<file path="config.mk">
export PLATFORM = sky130hd
export DESIGN_NAME = vmul_accel
export DESIGN_NICKNAME = d
export VERILOG_FILES = /design/src/rtl/vmul_pkg.sv /design/src/rtl/vmul_lane.sv /design/src/rtl/vmul_regs.sv /design/src/rtl/vmul_engine.sv /design/src/rtl/vmul_accel.sv
export SDC_FILE = /design/constraint.sdc
export NUM_CORES = 2
export LEC_CHECK = 0
export BUFFER_PORTS_ARGS = -buffer_cell sky130_fd_sc_hd__buf_2
export CELL_PAD_IN_SITES_DETAIL_PLACEMENT = 0
export CELL_PAD_IN_SITES_GLOBAL_PLACEMENT = 1
export CORE_AREA = 2 2 381 383
export DETAILED_ROUTE_END_ITERATION = 10
export DIE_AREA = 0 0 383 385
export PLACE_DENSITY = 0.79
export SYNTH_ARGS = -nofsm -noshare
export SYNTH_HDL_FRONTEND = slang
export SYNTH_SLANG_ARGS = --single-unit
</file>
<file path="constraint.sdc">
create_clock -name clk -period 10.1 [get_ports clk]
set_input_delay 0.505 -clock clk [delete_from_list [all_inputs] [get_ports clk]]
set_output_delay 0.505 -clock clk [all_outputs]
set_load 0.01 [all_outputs]
</file>
<file path="src/rtl/vmul_pkg.sv">
package vmul_pkg;
    localparam int unsigned DATA_W  = 32;
    localparam int unsigned ADDR_W  = 32;
    localparam int unsigned VEC_LEN = 8;
    localparam int unsigned LANES   = 2;
    localparam int unsigned CFG_AW  = 6;

    localparam logic [CFG_AW-1:0] OFS_CTRL = 6'h00;
    localparam logic [CFG_AW-1:0] OFS_GATE = 6'h04;
    localparam logic [CFG_AW-1:0] OFS_IEN  = 6'h08;
    localparam logic [CFG_AW-1:0] OFS_IST  = 6'h0C;
    localparam logic [CFG_AW-1:0] OFS_BASA = 6'h10;
    localparam logic [CFG_AW-1:0] OFS_BASB = 6'h18;
    localparam logic [CFG_AW-1:0] OFS_BASR = 6'h20;

    typedef enum logic [2:0] {
        PH_IDLE,
        PH_RADDR,
        PH_RDATA,
        PH_CALC,
        PH_WADDR,
        PH_WDATA,
        PH_WRESP
    } phase_e;
endpackage

</file>
<file path="src/rtl/vmul_lane.sv">
module vmul_lane #(
    parameter int unsigned DW = vmul_pkg::DATA_W
) (
    input  logic [DW-1:0] op_a,
    input  logic [DW-1:0] op_b,
    output logic [DW-1:0] prod
);
    // Product truncated to the operand width by the assignment context.
    assign prod = op_a * op_b;
endmodule

</file>
<file path="src/rtl/vmul_regs.sv">
module vmul_regs
    import vmul_pkg::*;
#(
    parameter int unsigned AW  = ADDR_W,
    parameter int unsigned CAW = CFG_AW
) (
    input  logic           clk,
    input  logic           rst_n,
    input  logic           cfg_awvalid,
    output logic           cfg_awready,
    input  logic [CAW-1:0] cfg_awaddr,
    input  logic           cfg_wvalid,
    output logic           cfg_wready,
    input  logic [31:0]    cfg_wdata,
    input  logic [3:0]     cfg_wstrb,
    output logic           cfg_bvalid,
    input  logic           cfg_bready,
    input  logic           cfg_arvalid,
    output logic           cfg_arready,
    input  logic [CAW-1:0] cfg_araddr,
    output logic           cfg_rvalid,
    input  logic           cfg_rready,
    output logic [31:0]    cfg_rdata,
    output logic           irq,
    input  logic           busy_i,
    input  logic           fin_i,
    input  logic           err_i,
    output logic           start_o,
    output logic [AW-1:0]  base_a_o,
    output logic [AW-1:0]  base_b_o,
    output logic [AW-1:0]  base_r_o
);
    localparam int unsigned WW = AW - 2;

    typedef struct packed {
        logic          bvalid;
        logic          rvalid;
        logic [31:0]   rdata;
        logic          done;
        logic          gate;
        logic          ien;
        logic          ist;
        logic [WW-1:0] bas_a;
        logic [WW-1:0] bas_b;
        logic [WW-1:0] bas_r;
    } regs_t;

    regs_t       q, d;
    logic        wr_hs, rd_hs;
    logic [31:0] rd_mux;

    function automatic logic [WW-1:0] upd(input logic [WW-1:0] old,
                                          input logic [31:0] nw,
                                          input logic [3:0] be);
        logic [31:0] t;
        t = {old, 2'b00};
        for (int b = 0; b < 4; b++) begin
            if (be[b]) t[b*8 +: 8] = nw[b*8 +: 8];
        end
        return t[31:2];
    endfunction

    always_comb begin
        unique case (cfg_araddr)
            OFS_CTRL: rd_mux = {28'd0, err_i, ~busy_i, q.done, busy_i};
            OFS_GATE: rd_mux = {31'd0, q.gate};
            OFS_IEN:  rd_mux = {31'd0, q.ien};
            OFS_IST:  rd_mux = {31'd0, q.ist};
            OFS_BASA: rd_mux = {q.bas_a, 2'b00};
            OFS_BASB: rd_mux = {q.bas_b, 2'b00};
            OFS_BASR: rd_mux = {q.bas_r, 2'b00};
            default:  rd_mux = 32'd0;
        endcase
    end

    always_comb begin
        d       = q;
        start_o = 1'b0;
        wr_hs   = cfg_awvalid & cfg_wvalid & ~q.bvalid;
        rd_hs   = cfg_arvalid & ~q.rvalid;

        if (q.bvalid && cfg_bready) d.bvalid = 1'b0;
        if (q.rvalid && cfg_rready) d.rvalid = 1'b0;

        if (rd_hs) begin
            d.rvalid = 1'b1;
            d.rdata  = rd_mux;
            if (cfg_araddr == OFS_CTRL) d.done = 1'b0;
        end

        if (wr_hs) begin
            d.bvalid = 1'b1;
            unique case (cfg_awaddr)
                OFS_CTRL: if (cfg_wstrb[0] && cfg_wdata[0] && !busy_i) begin
                    start_o = 1'b1;
                    d.done  = 1'b0;
                end
                OFS_GATE: if (cfg_wstrb[0]) d.gate = cfg_wdata[0];
                OFS_IEN:  if (cfg_wstrb[0]) d.ien  = cfg_wdata[0];
                OFS_IST:  if (cfg_wstrb[0] && cfg_wdata[0]) d.ist = 1'b0;
                OFS_BASA: d.bas_a = upd(q.bas_a, cfg_wdata, cfg_wstrb);
                OFS_BASB: d.bas_b = upd(q.bas_b, cfg_wdata, cfg_wstrb);
                OFS_BASR: d.bas_r = upd(q.bas_r, cfg_wdata, cfg_wstrb);
                default: ;
            endcase
        end

        // Completion is applied last so that setting wins over any clear.
        if (fin_i) begin
            d.done = 1'b1;
            if (q.ien) d.ist = 1'b1;
        end
    end

    always_ff @(posedge clk) begin
        if (!rst_n) q <= '0;
        else        q <= d;
    end

    assign cfg_awready = wr_hs;
    assign cfg_wready  = wr_hs;
    assign cfg_bvalid  = q.bvalid;
    assign cfg_arready = ~q.rvalid;
    assign cfg_rvalid  = q.rvalid;
    assign cfg_rdata   = q.rdata;
    assign irq         = q.gate & q.ist;
    assign base_a_o    = {q.bas_a, 2'b00};
    assign base_b_o    = {q.bas_b, 2'b00};
    assign base_r_o    = {q.bas_r, 2'b00};
endmodule

</file>
<file path="src/rtl/vmul_engine.sv">
module vmul_engine
    import vmul_pkg::*;
#(
    parameter int unsigned DW = DATA_W,
    parameter int unsigned AW = ADDR_W,
    parameter int unsigned N  = VEC_LEN,
    parameter int unsigned NL = LANES
) (
    input  logic          clk,
    input  logic          rst_n,
    input  logic          start_i,
    input  logic [AW-1:0] base_a_i,
    input  logic [AW-1:0] base_b_i,
    input  logic [AW-1:0] base_r_i,
    output logic          busy_o,
    output logic          fin_o,
    output logic          err_o,
    output logic          arvalid,
    input  logic          arready,
    output logic [AW-1:0] araddr,
    input  logic          rvalid,
    output logic          rready,
    input  logic [DW-1:0] rdata,
    input  logic [1:0]    rresp,
    input  logic          rlast,
    output logic          awvalid,
    input  logic          awready,
    output logic [AW-1:0] awaddr,
    output logic          wvalid,
    input  logic          wready,
    output logic [DW-1:0] wdata,
    output logic          wlast,
    input  logic          bvalid,
    output logic          bready,
    input  logic [1:0]    bresp
);
    localparam int unsigned IDXW  = $clog2(N);
    localparam int unsigned STEPS = N / NL;
    localparam logic [IDXW-1:0] LAST_IDX = IDXW'(N - 1);
    localparam logic [IDXW-1:0] LAST_STP = IDXW'(STEPS - 1);

    typedef struct packed {
        phase_e              ph;
        logic                src_b;
        logic [IDXW-1:0]     idx;
        logic                err;
        logic [N-1:0][DW-1:0] buf_a;
        logic [N-1:0][DW-1:0] buf_b;
        logic [N-1:0][DW-1:0] buf_r;
    } eng_t;

    eng_t q, d;

    logic [NL-1:0][DW-1:0] lane_a, lane_b, lane_p;

    for (genvar l = 0; l < NL; l++) begin : g_lane
        logic [IDXW-1:0] sel;
        assign sel       = IDXW'(int'(q.idx) * NL + l);
        assign lane_a[l] = q.buf_a[sel];
        assign lane_b[l] = q.buf_b[sel];
        vmul_lane #(.DW(DW)) u_lane (
            .op_a (lane_a[l]),
            .op_b (lane_b[l]),
            .prod (lane_p[l])
        );
    end

    always_comb begin
        d     = q;
        fin_o = 1'b0;
        unique case (q.ph)
            PH_IDLE: if (start_i) begin
                d.ph    = PH_RADDR;
                d.src_b = 1'b0;
                d.err   = 1'b0;
            end
            PH_RADDR: if (arready) begin
                d.ph  = PH_RDATA;
                d.idx = '0;
            end
            PH_RDATA: if (rvalid) begin
                if (q.src_b) d.buf_b[q.idx] = rdata;
                else         d.buf_a[q.idx] = rdata;
                if (rresp != 2'b00) d.err = 1'b1;
                d.idx = q.idx + 1'b1;
                if (q.idx == LAST_IDX || rlast) begin
                    d.idx = '0;
                    if (q.src_b) begin
                        d.ph = PH_CALC;
                    end else begin
                        d.ph    = PH_RADDR;
                        d.src_b = 1'b1;
                    end
                end
            end
            PH_CALC: begin
                for (int l = 0; l < NL; l++) begin
                    d.buf_r[IDXW'(int'(q.idx) * NL + l)] = lane_p[l];
                end
                d.idx = q.idx + 1'b1;
                if (q.idx == LAST_STP) begin
                    d.ph  = PH_WADDR;
                    d.idx = '0;
                end
            end
            PH_WADDR: if (awready) begin
                d.ph  = PH_WDATA;
                d.idx = '0;
            end
            PH_WDATA: if (wready) begin
                d.idx = q.idx + 1'b1;
                if (q.idx == LAST_IDX) d.ph = PH_WRESP;
            end
            PH_WRESP: if (bvalid) begin
                if (bresp != 2'b00) d.err = 1'b1;
                fin_o = 1'b1;
                d.ph  = PH_IDLE;
            end
            default: d.ph = PH_IDLE;
        endcase
    end

    always_ff @(posedge clk) begin
        if (!rst_n) q <= '0;
        else        q <= d;
    end

    assign busy_o  = (q.ph != PH_IDLE);
    assign err_o   = q.err;
    assign arvalid = (q.ph == PH_RADDR);
    assign araddr  = q.src_b ? base_b_i : base_a_i;
    assign rready  = (q.ph == PH_RDATA);
    assign awvalid = (q.ph == PH_WADDR);
    assign awaddr  = base_r_i;
    assign wvalid  = (q.ph == PH_WDATA);
    assign wdata   = q.buf_r[q.idx];
    assign wlast   = (q.ph == PH_WDATA) && (q.idx == LAST_IDX);
    assign bready  = (q.ph == PH_WRESP);
endmodule

</file>
<file path="src/rtl/vmul_accel.sv">
module vmul_accel
    import vmul_pkg::*;
(
    input  logic        clk,
    input  logic        rst_n,
    input  logic        cfg_awvalid,
    output logic        cfg_awready,
    input  logic [5:0]  cfg_awaddr,
    input  logic        cfg_wvalid,
    output logic        cfg_wready,
    input  logic [31:0] cfg_wdata,
    input  logic [3:0]  cfg_wstrb,
    output logic        cfg_bvalid,
    input  logic        cfg_bready,
    output logic [1:0]  cfg_bresp,
    input  logic        cfg_arvalid,
    output logic        cfg_arready,
    input  logic [5:0]  cfg_araddr,
    output logic        cfg_rvalid,
    input  logic        cfg_rready,
    output logic [31:0] cfg_rdata,
    output logic [1:0]  cfg_rresp,
    output logic        irq,
    output logic        mem_arvalid,
    input  logic        mem_arready,
    output logic [31:0] mem_araddr,
    output logic [7:0]  mem_arlen,
    output logic [2:0]  mem_arsize,
    output logic [1:0]  mem_arburst,
    input  logic        mem_rvalid,
    output logic        mem_rready,
    input  logic [31:0] mem_rdata,
    input  logic [1:0]  mem_rresp,
    input  logic        mem_rlast,
    output logic        mem_awvalid,
    input  logic        mem_awready,
    output logic [31:0] mem_awaddr,
    output logic [7:0]  mem_awlen,
    output logic [2:0]  mem_awsize,
    output logic [1:0]  mem_awburst,
    output logic        mem_wvalid,
    input  logic        mem_wready,
    output logic [31:0] mem_wdata,
    output logic [3:0]  mem_wstrb,
    output logic        mem_wlast,
    input  logic        mem_bvalid,
    output logic        mem_bready,
    input  logic [1:0]  mem_bresp
);
    localparam logic [7:0] BURST_LEN  = 8'(VEC_LEN - 1);
    localparam logic [2:0] BEAT_SIZE  = 3'($clog2(DATA_W / 8));
    localparam logic [1:0] BURST_INCR = 2'b01;

    logic              busy, fin, err, start;
    logic [ADDR_W-1:0] base_a, base_b, base_r;

    vmul_regs u_regs (
        .clk         (clk),
        .rst_n       (rst_n),
        .cfg_awvalid (cfg_awvalid),
        .cfg_awready (cfg_awready),
        .cfg_awaddr  (cfg_awaddr),
        .cfg_wvalid  (cfg_wvalid),
        .cfg_wready  (cfg_wready),
        .cfg_wdata   (cfg_wdata),
        .cfg_wstrb   (cfg_wstrb),
        .cfg_bvalid  (cfg_bvalid),
        .cfg_bready  (cfg_bready),
        .cfg_arvalid (cfg_arvalid),
        .cfg_arready (cfg_arready),
        .cfg_araddr  (cfg_araddr),
        .cfg_rvalid  (cfg_rvalid),
        .cfg_rready  (cfg_rready),
        .cfg_rdata   (cfg_rdata),
        .irq         (irq),
        .busy_i      (busy),
        .fin_i       (fin),
        .err_i       (err),
        .start_o     (start),
        .base_a_o    (base_a),
        .base_b_o    (base_b),
        .base_r_o    (base_r)
    );

    vmul_engine u_engine (
        .clk      (clk),
        .rst_n    (rst_n),
        .start_i  (start),
        .base_a_i (base_a),
        .base_b_i (base_b),
        .base_r_i (base_r),
        .busy_o   (busy),
        .fin_o    (fin),
        .err_o    (err),
        .arvalid  (mem_arvalid),
        .arready  (mem_arready),
        .araddr   (mem_araddr),
        .rvalid   (mem_rvalid),
        .rready   (mem_rready),
        .rdata    (mem_rdata),
        .rresp    (mem_rresp),
        .rlast    (mem_rlast),
        .awvalid  (mem_awvalid),
        .awready  (mem_awready),
        .awaddr   (mem_awaddr),
        .wvalid   (mem_wvalid),
        .wready   (mem_wready),
        .wdata    (mem_wdata),
        .wlast    (mem_wlast),
        .bvalid   (mem_bvalid),
        .bready   (mem_bready),
        .bresp    (mem_bresp)
    );

    assign cfg_bresp   = 2'b00;
    assign cfg_rresp   = 2'b00;
    assign mem_arlen   = BURST_LEN;
    assign mem_arsize  = BEAT_SIZE;
    assign mem_arburst = BURST_INCR;
    assign mem_awlen   = BURST_LEN;
    assign mem_awsize  = BEAT_SIZE;
    assign mem_awburst = BURST_INCR;
    assign mem_wstrb   = {(DATA_W / 8){1'b1}};
endmodule

</file>
Yosys cells after proc, flatten, opt, wreduce, memory -nomap -nowiden
Index checks and enable logic that the tools add are counted.
Widths: inputs -> output; s select.
{"block": "word_totals", "ff_bits": 904, "word_cells": 220}
{"block": "classes", "add_sub_neg": 2, "mul": 2, "n_lt_le_gt_ge": 6, "n_eq_ne": 31, "n_mux": 83, "bitwise_logic": 8, "reduce_logical": 41}
{"operator": "$bwmux 256", "n": 4}
{"operator": "$mux 520", "n": 1}
{"operator": "$mux 256", "n": 2}
{"operator": "$bmux 32 s3", "n": 3}
{"operator": "$mux 32", "n": 9}
{"operator": "$pmux 32 s7", "n": 1}
{"operator": "$demux 32 s3", "n": 2}
{"operator": "$bmux 32 s2", "n": 2}
{"operator": "$mux 8", "n": 12}
{"operator": "$mux 94", "n": 1}
{"operator": "$mux 30", "n": 3}
{"operator": "$demux 32 s2", "n": 1}
{"operator": "$mul 32x32->32", "n": 2}
{"operator": "$reduce_and 3->1", "n": 16}
{"operator": "$mux 34", "n": 1}
{"operator": "$mux 3", "n": 10}
{"operator": "$eq 6x4->1 const B", "n": 4}
{"operator": "$eq 6x5->1 const B", "n": 4}
{"operator": "$mux 1", "n": 24}
{"operator": "$pmux 3 s7", "n": 1}
{"operator": "$ne 2x1->1 const B", "n": 8}
{"operator": "$pmux 3 s5", "n": 1}
{"operator": "$eq 3x3->1 const B", "n": 4}
{"operator": "$eq 6x3->1 const B", "n": 2}
{"operator": "26 further kinds", "n": 55}

Depth between registers and ports, before layout
{"block": "logic_depth", "ltp_word": 9, "mapped_depth": 38, "mapped_depth_nobuf": 29}

Cells and area by module
Synthesis repeated with hierarchy kept, for this count alone.
{"block": "hier_totals", "cells_unflattened": 8142, "area_unflattened_um2": 71169.5}
{"module": "vmul_engine", "n_inst": 1, "cells_per_inst": 4008, "area_each_um2": 33234.4}
{"module": "vmul_lane (u_engine.g_lane[0].u_lane)", "n_inst": 1, "cells_per_inst": 1700, "area_each_um2": 15763.9}
{"module": "vmul_lane (u_engine.g_lane[1].u_lane)", "n_inst": 1, "cells_per_inst": 1703, "area_each_um2": 15748.9}
{"module": "vmul_regs", "n_inst": 1, "cells_per_inst": 695, "area_each_um2": 6159.7}
{"module": "vmul_accel", "n_inst": 1, "cells_per_inst": 36, "area_each_um2": 262.8}

Least setup slack after synthesis
No wires, ideal clock.
{"block": "synth_timing", "path_kind": "register -> register", "from": "reg u_engine.q[770] (netlist bit)", "to": "reg u_engine.q[253] (netlist bit)", "t_arrival_ns": 9.000, "t_required_ns": 10.030, "slack_ns": 1.030, "stages_incl_launch_ff": 34, "period_less_slack_ns": 9.070, "path_cell_list": "dfxtp_1 buf_2 buf_2 buf_2 buf_2 buf_1 buf_1 mux2_2 o21ai_1 nor2_1 fa_1 fa_1 fa_1 inv_1 fa_1 inv_1 fa_1 inv_1 fa_1 inv_1 fa_1 fa_1 ha_1 clkbuf_1 nand4_1 inv_1 a311o_1 a21o_1 o21ai_0 a31o_2 nor2b_1 xnor2_1 nand2_1 a21oi_1"}
{"block": "synth_between", "elab_chain_len": 6, "word_cells_on_any_way": 18, "cone_classes": "1 x add/sub; 2 x mul; 2 x order compare; 12 x mux; 1 x reduce/logical"}
{"element": "start: declaration", "line": "vmul_engine.sv:52", "source": "eng_t q, d;"}
{"element": "start signal: assignment", "line": "vmul_engine.sv:124", "source": "if (!rst_n) q <= '0;"}
{"element": "start signal: assignment", "line": "vmul_engine.sv:125", "source": "else q <= d;"}
{"element": "branches (longest 5 deep; another with $mul 32x32->32)"}
{"element": "$bwmux 256 *", "line": "vmul_engine.sv:98", "source": "d.buf_r[IDXW'(int'(q.idx) * NL + l)] = lane_p[l];"}
Every way passes the cells marked *. The select of a mux whose other input is x is not followed.
A chain may end at the register's enable or synchronous reset.

Worst setup path in the final report
{"block": "layout_timing", "from": "reg u_engine.q[770] (netlist bit)", "to": "reg u_engine.q[223] (netlist bit)"}
{"block": "layout_between", "elab_chain_len": 6, "word_cells_on_any_way": 23, "cone_classes": "1 x add/sub; 2 x mul; 4 x order compare; 14 x mux; 2 x reduce/logical"}
{"element": "branches (longest 5 deep; another with $mul 32x32->32)"}
{"element": "$bwmux 256 *", "line": "vmul_engine.sv:98"}
Marks and branches as above.

==> flow_summary.yaml <==
sta:
  finalHoldViolCount: 0
  drv_slew: 0
  fin_tns_setup_ps: 0
  fin_crit_ps: 9430
  worst_slew_pin_slew_ps: 1180
  setup_viol: 0
  rsz0062_at_grt: "false"
  fin_skew_ps: 32.7
  max_freq_mhz: 106
  fin_hold_ws_ps: 50.1
  final.period_utilization: 0.934
  maxSlewHeadroom: 0.213
placement:
  gp_congestion: 0.935
  placed_area_um2: 71900
  io_buffers: 231
  dpl.hpwl_um: 160000
clock_tree:
  cts_root_buffer: "clkbuf_16"
  clock_path_buffers: 3
  clk_pin_slew_ps: 60
  cts_buffers: 98
  h-tree-depth: 3
  cts_tree: "built"
  cts-hold-fix-buffers: 3
  cts_resized: 0
  clock_latency_ps: 730
  postCtsSetupRepairBufs: 0
  cts_sinks: 904
layout:
  stdcell_area_um2: 75400
  layout_common_cells: "2004 x nand2_1, 901 x dfxtp_1, 818 x inv_1, 816 x fa_1, 775 x a21oi_1"
  area_growth_pct: 8.13
  final_common_cell: "nand2_1"
  layout-drive-gt1-share: 0.101
  final_nets: 9277
logic_synthesis:
  synthTopCellsByArea: "dfxtp_1 26%, fa_1 23%, nand2_1 11%, a21oi_1 5.6%, ha_1 4.5%"
  synth_area_um2: 69800
  netlist_instances: 8236
  ys_async_sr_fraction: 0
  synth_warnings: 0
  yosysUniqueCellTypes: 65
  synth_area_leader_cell: "dfxtp_1"
  ys_ff_latch: 904
  avgSynthCellArea_um2: 8.47
  ys.flop_type: "dfxtp_1"
  seq_area_frac_synth: 0.259
  synth_top_area_frac: 0.259
  synth_edf_count: 0
routing:
  wl_um: 229000
  first_pass_iters: 8
  wl_per_cell_um: 22.7
  via_per_inst: 5.68
  vias: 57300
  drc_errors: 0
  drt_iter0_markers: 5267
  antenna_left: 0
min_path:
  holdPathEnd: "u_regs.base_r_o[7]"
  hold_path_startpoint: "cfg_wdata[7]"
  min_path_cells: 3
  hold_path_class: "in -> reg"
critical_path:
  r2r-end: "u_engine.q[223]"
  crit_required_ps: 10760
  reg2reg_depth: 25
  cp-startpoint: "u_engine.q[770]"
  end_kind: "register"
  critPathKind: "reg -> reg"
  crit_arrival_ps: 10100
  start_kind: "register"
  r2r_start: "u_engine.q[770]"
  rrSetupSlack_ps: 670
  cp_max_fo: 61
pwr:
  fin_total_pwr_uw: 7600
  powerDensity_nw_per_um2: 101
  seqPwrFrac: 0.469
  power_leakage_uw: 0.0314
  power_frac_clock: 0.507
  intPower_uw: 5860
  power.switching_uw: 1740
  peakVddDrop_mv: 0.147
  pwr-share-comb: 0.024
  switching_share: 0.228
floorplanning:
  ioPinCount: 271
  die_y_um: 385
  initial_utilization: 0.487
  core_area_um2: 143000
  dieArea_um2: 147000
  die_x_um: 383
  row_count: 139
outcome:
  status: "finished, final reports clean"
global_routing:
  grt_util_all_layers: 0.312
  grt_start_max_net_pins: 215
  grt_pass1_wl_um: 352000
  first_global_vias: 58000
  grt-ovfl-total: 0
  antenna_found_initial: 12
run:
  max-cap-violations: 0
-- critical path: stages, from the launching register on --
cell and delay [ps]:
dfxtp_4 730, buf_12 430, buf_4 350, mux4_2 650, and2_1 310, fa_1 480, fa_1 550, inv_1 60
fa_1 560, fa_1 440, fa_1 580, inv_1 60, fa_1 440, fa_1 510, fa_1 460, ha_1 360
and3_1 250, a31oi_1 180, o21ai_0 130, nor4_1 180, a21oi_1 190, o21ai_0 270, o21ai_0 150, xnor2_1 730
nor2_1 80, nor2_1 130
-- kinds of logic (layout without fill, tap and decap cells) --
family | after synthesis | after routing | share of synthesized area
other cells | 2 | 44 | 0.000108
buf+inv | 1477 | 1398 | 0.0867
simple gates | 3017 | 3017 | 0.174
mux | 387 | 387 | 0.0804
compound gates | 1216 | 1216 | 0.0991
fa+ha+maj | 1069 | 1069 | 0.280
flops | 904 | 904 | 0.259
xor+xnor | 164 | 164 | 0.0210
-- sequential cells by signal (all words and copies together), names as in the netlist --
register,cells
u_regs.base_r_o,30
u_regs.q,4
u_regs.cfg_bvalid,1
u_regs.cfg_rdata,32
u_regs.base_a_o,30
u_engine.q,775
u_regs.cfg_rvalid,1
u_regs.base_b_o,30
u_engine.err_o,1
-- synth_stat cells, types with 5 or more instances --
library cell  number
nand2_1         2010
a21oi_1          775
nand4_1           36
and3_1            18
buf_2             31
dfxtp_1          904
o21bai_1          12
xor2_1            40
a222oi_1          28
a21o_1            28
mux4_2           129
clkbuf_1         492
nand3_1           69
a31oi_1           10
nor2b_1           10
nand2b_1           6
buf_1             18
nor3_1            28
fa_1             816
o21ai_0          117
mux2_2            97
nor2_1           654
ha_1             253
o21ai_1           30
and2_1           160
buf_4            106
mux2i_1          161
buf_6              9
o21a_1            16
a211oi_1          29
o211ai_1          11
xnor2_1          122
nor4_1             5
inv_1            819
a22oi_1          132
-- through the flow --
stage               std cells   util  setup slack, ps
floorplan                8272      -             1030
global placement         9911  0.503              887
detailed placement       9911  0.503              788
CTS                     10100  0.527              759
global route            10100  0.527              295
finish                  10100  0.527              667
-- worst max path at each step --
| stage | to | slack [ps] |
|---|---|---|
| finish | u_engine.q[223] | 670 |
| floorplan | u_engine.q[253] | 1030 |
| global placement | u_engine.q[31] | 890 |
| global route | u_engine.q[159] | 290 |
| CTS | u_engine.q[253] | 760 |
| detailed placement | u_engine.q[253] | 790 |
-- final cells by class --
class | instances | area [µm²]
clock inverters | 42 | 591
inverters | 820 | 3090
flip-flops and latches | 904 | 18100
multi-input cells | 5891 | 45900
fillers | 13400 | 67700
repair buffers | 396 | 2500
well taps | 1903 | 2380
clock buffers | 140 | 2870
diodes | 6 | 15.0
-- layer usage --
layer | vias up | GRT usage | routed length, µm
met5 | - | 0 | 52
met3 | 425 | 0.0497 | 18400
met4 | 8 | 0.116 | 8510
li1 | 25800 | - | -
met1 | 28800 | 0.408 | 93600
met2 | 2294 | 0.521 | 109000
-- power by group through the flow --
stage / sequential [µW] / clock, µW / combinational (µW)
after floorplan: 3650 / 0 / 112
after global placement: 3650 / 0 / 174
after detailed placement: 3650 / 0 / 175
after CTS: 3570 / 3920 / 176
after global routing: 3570 / 4040 / 189
final: 3570 / 3850 / 179
Power figures use the tool's default switching activity.
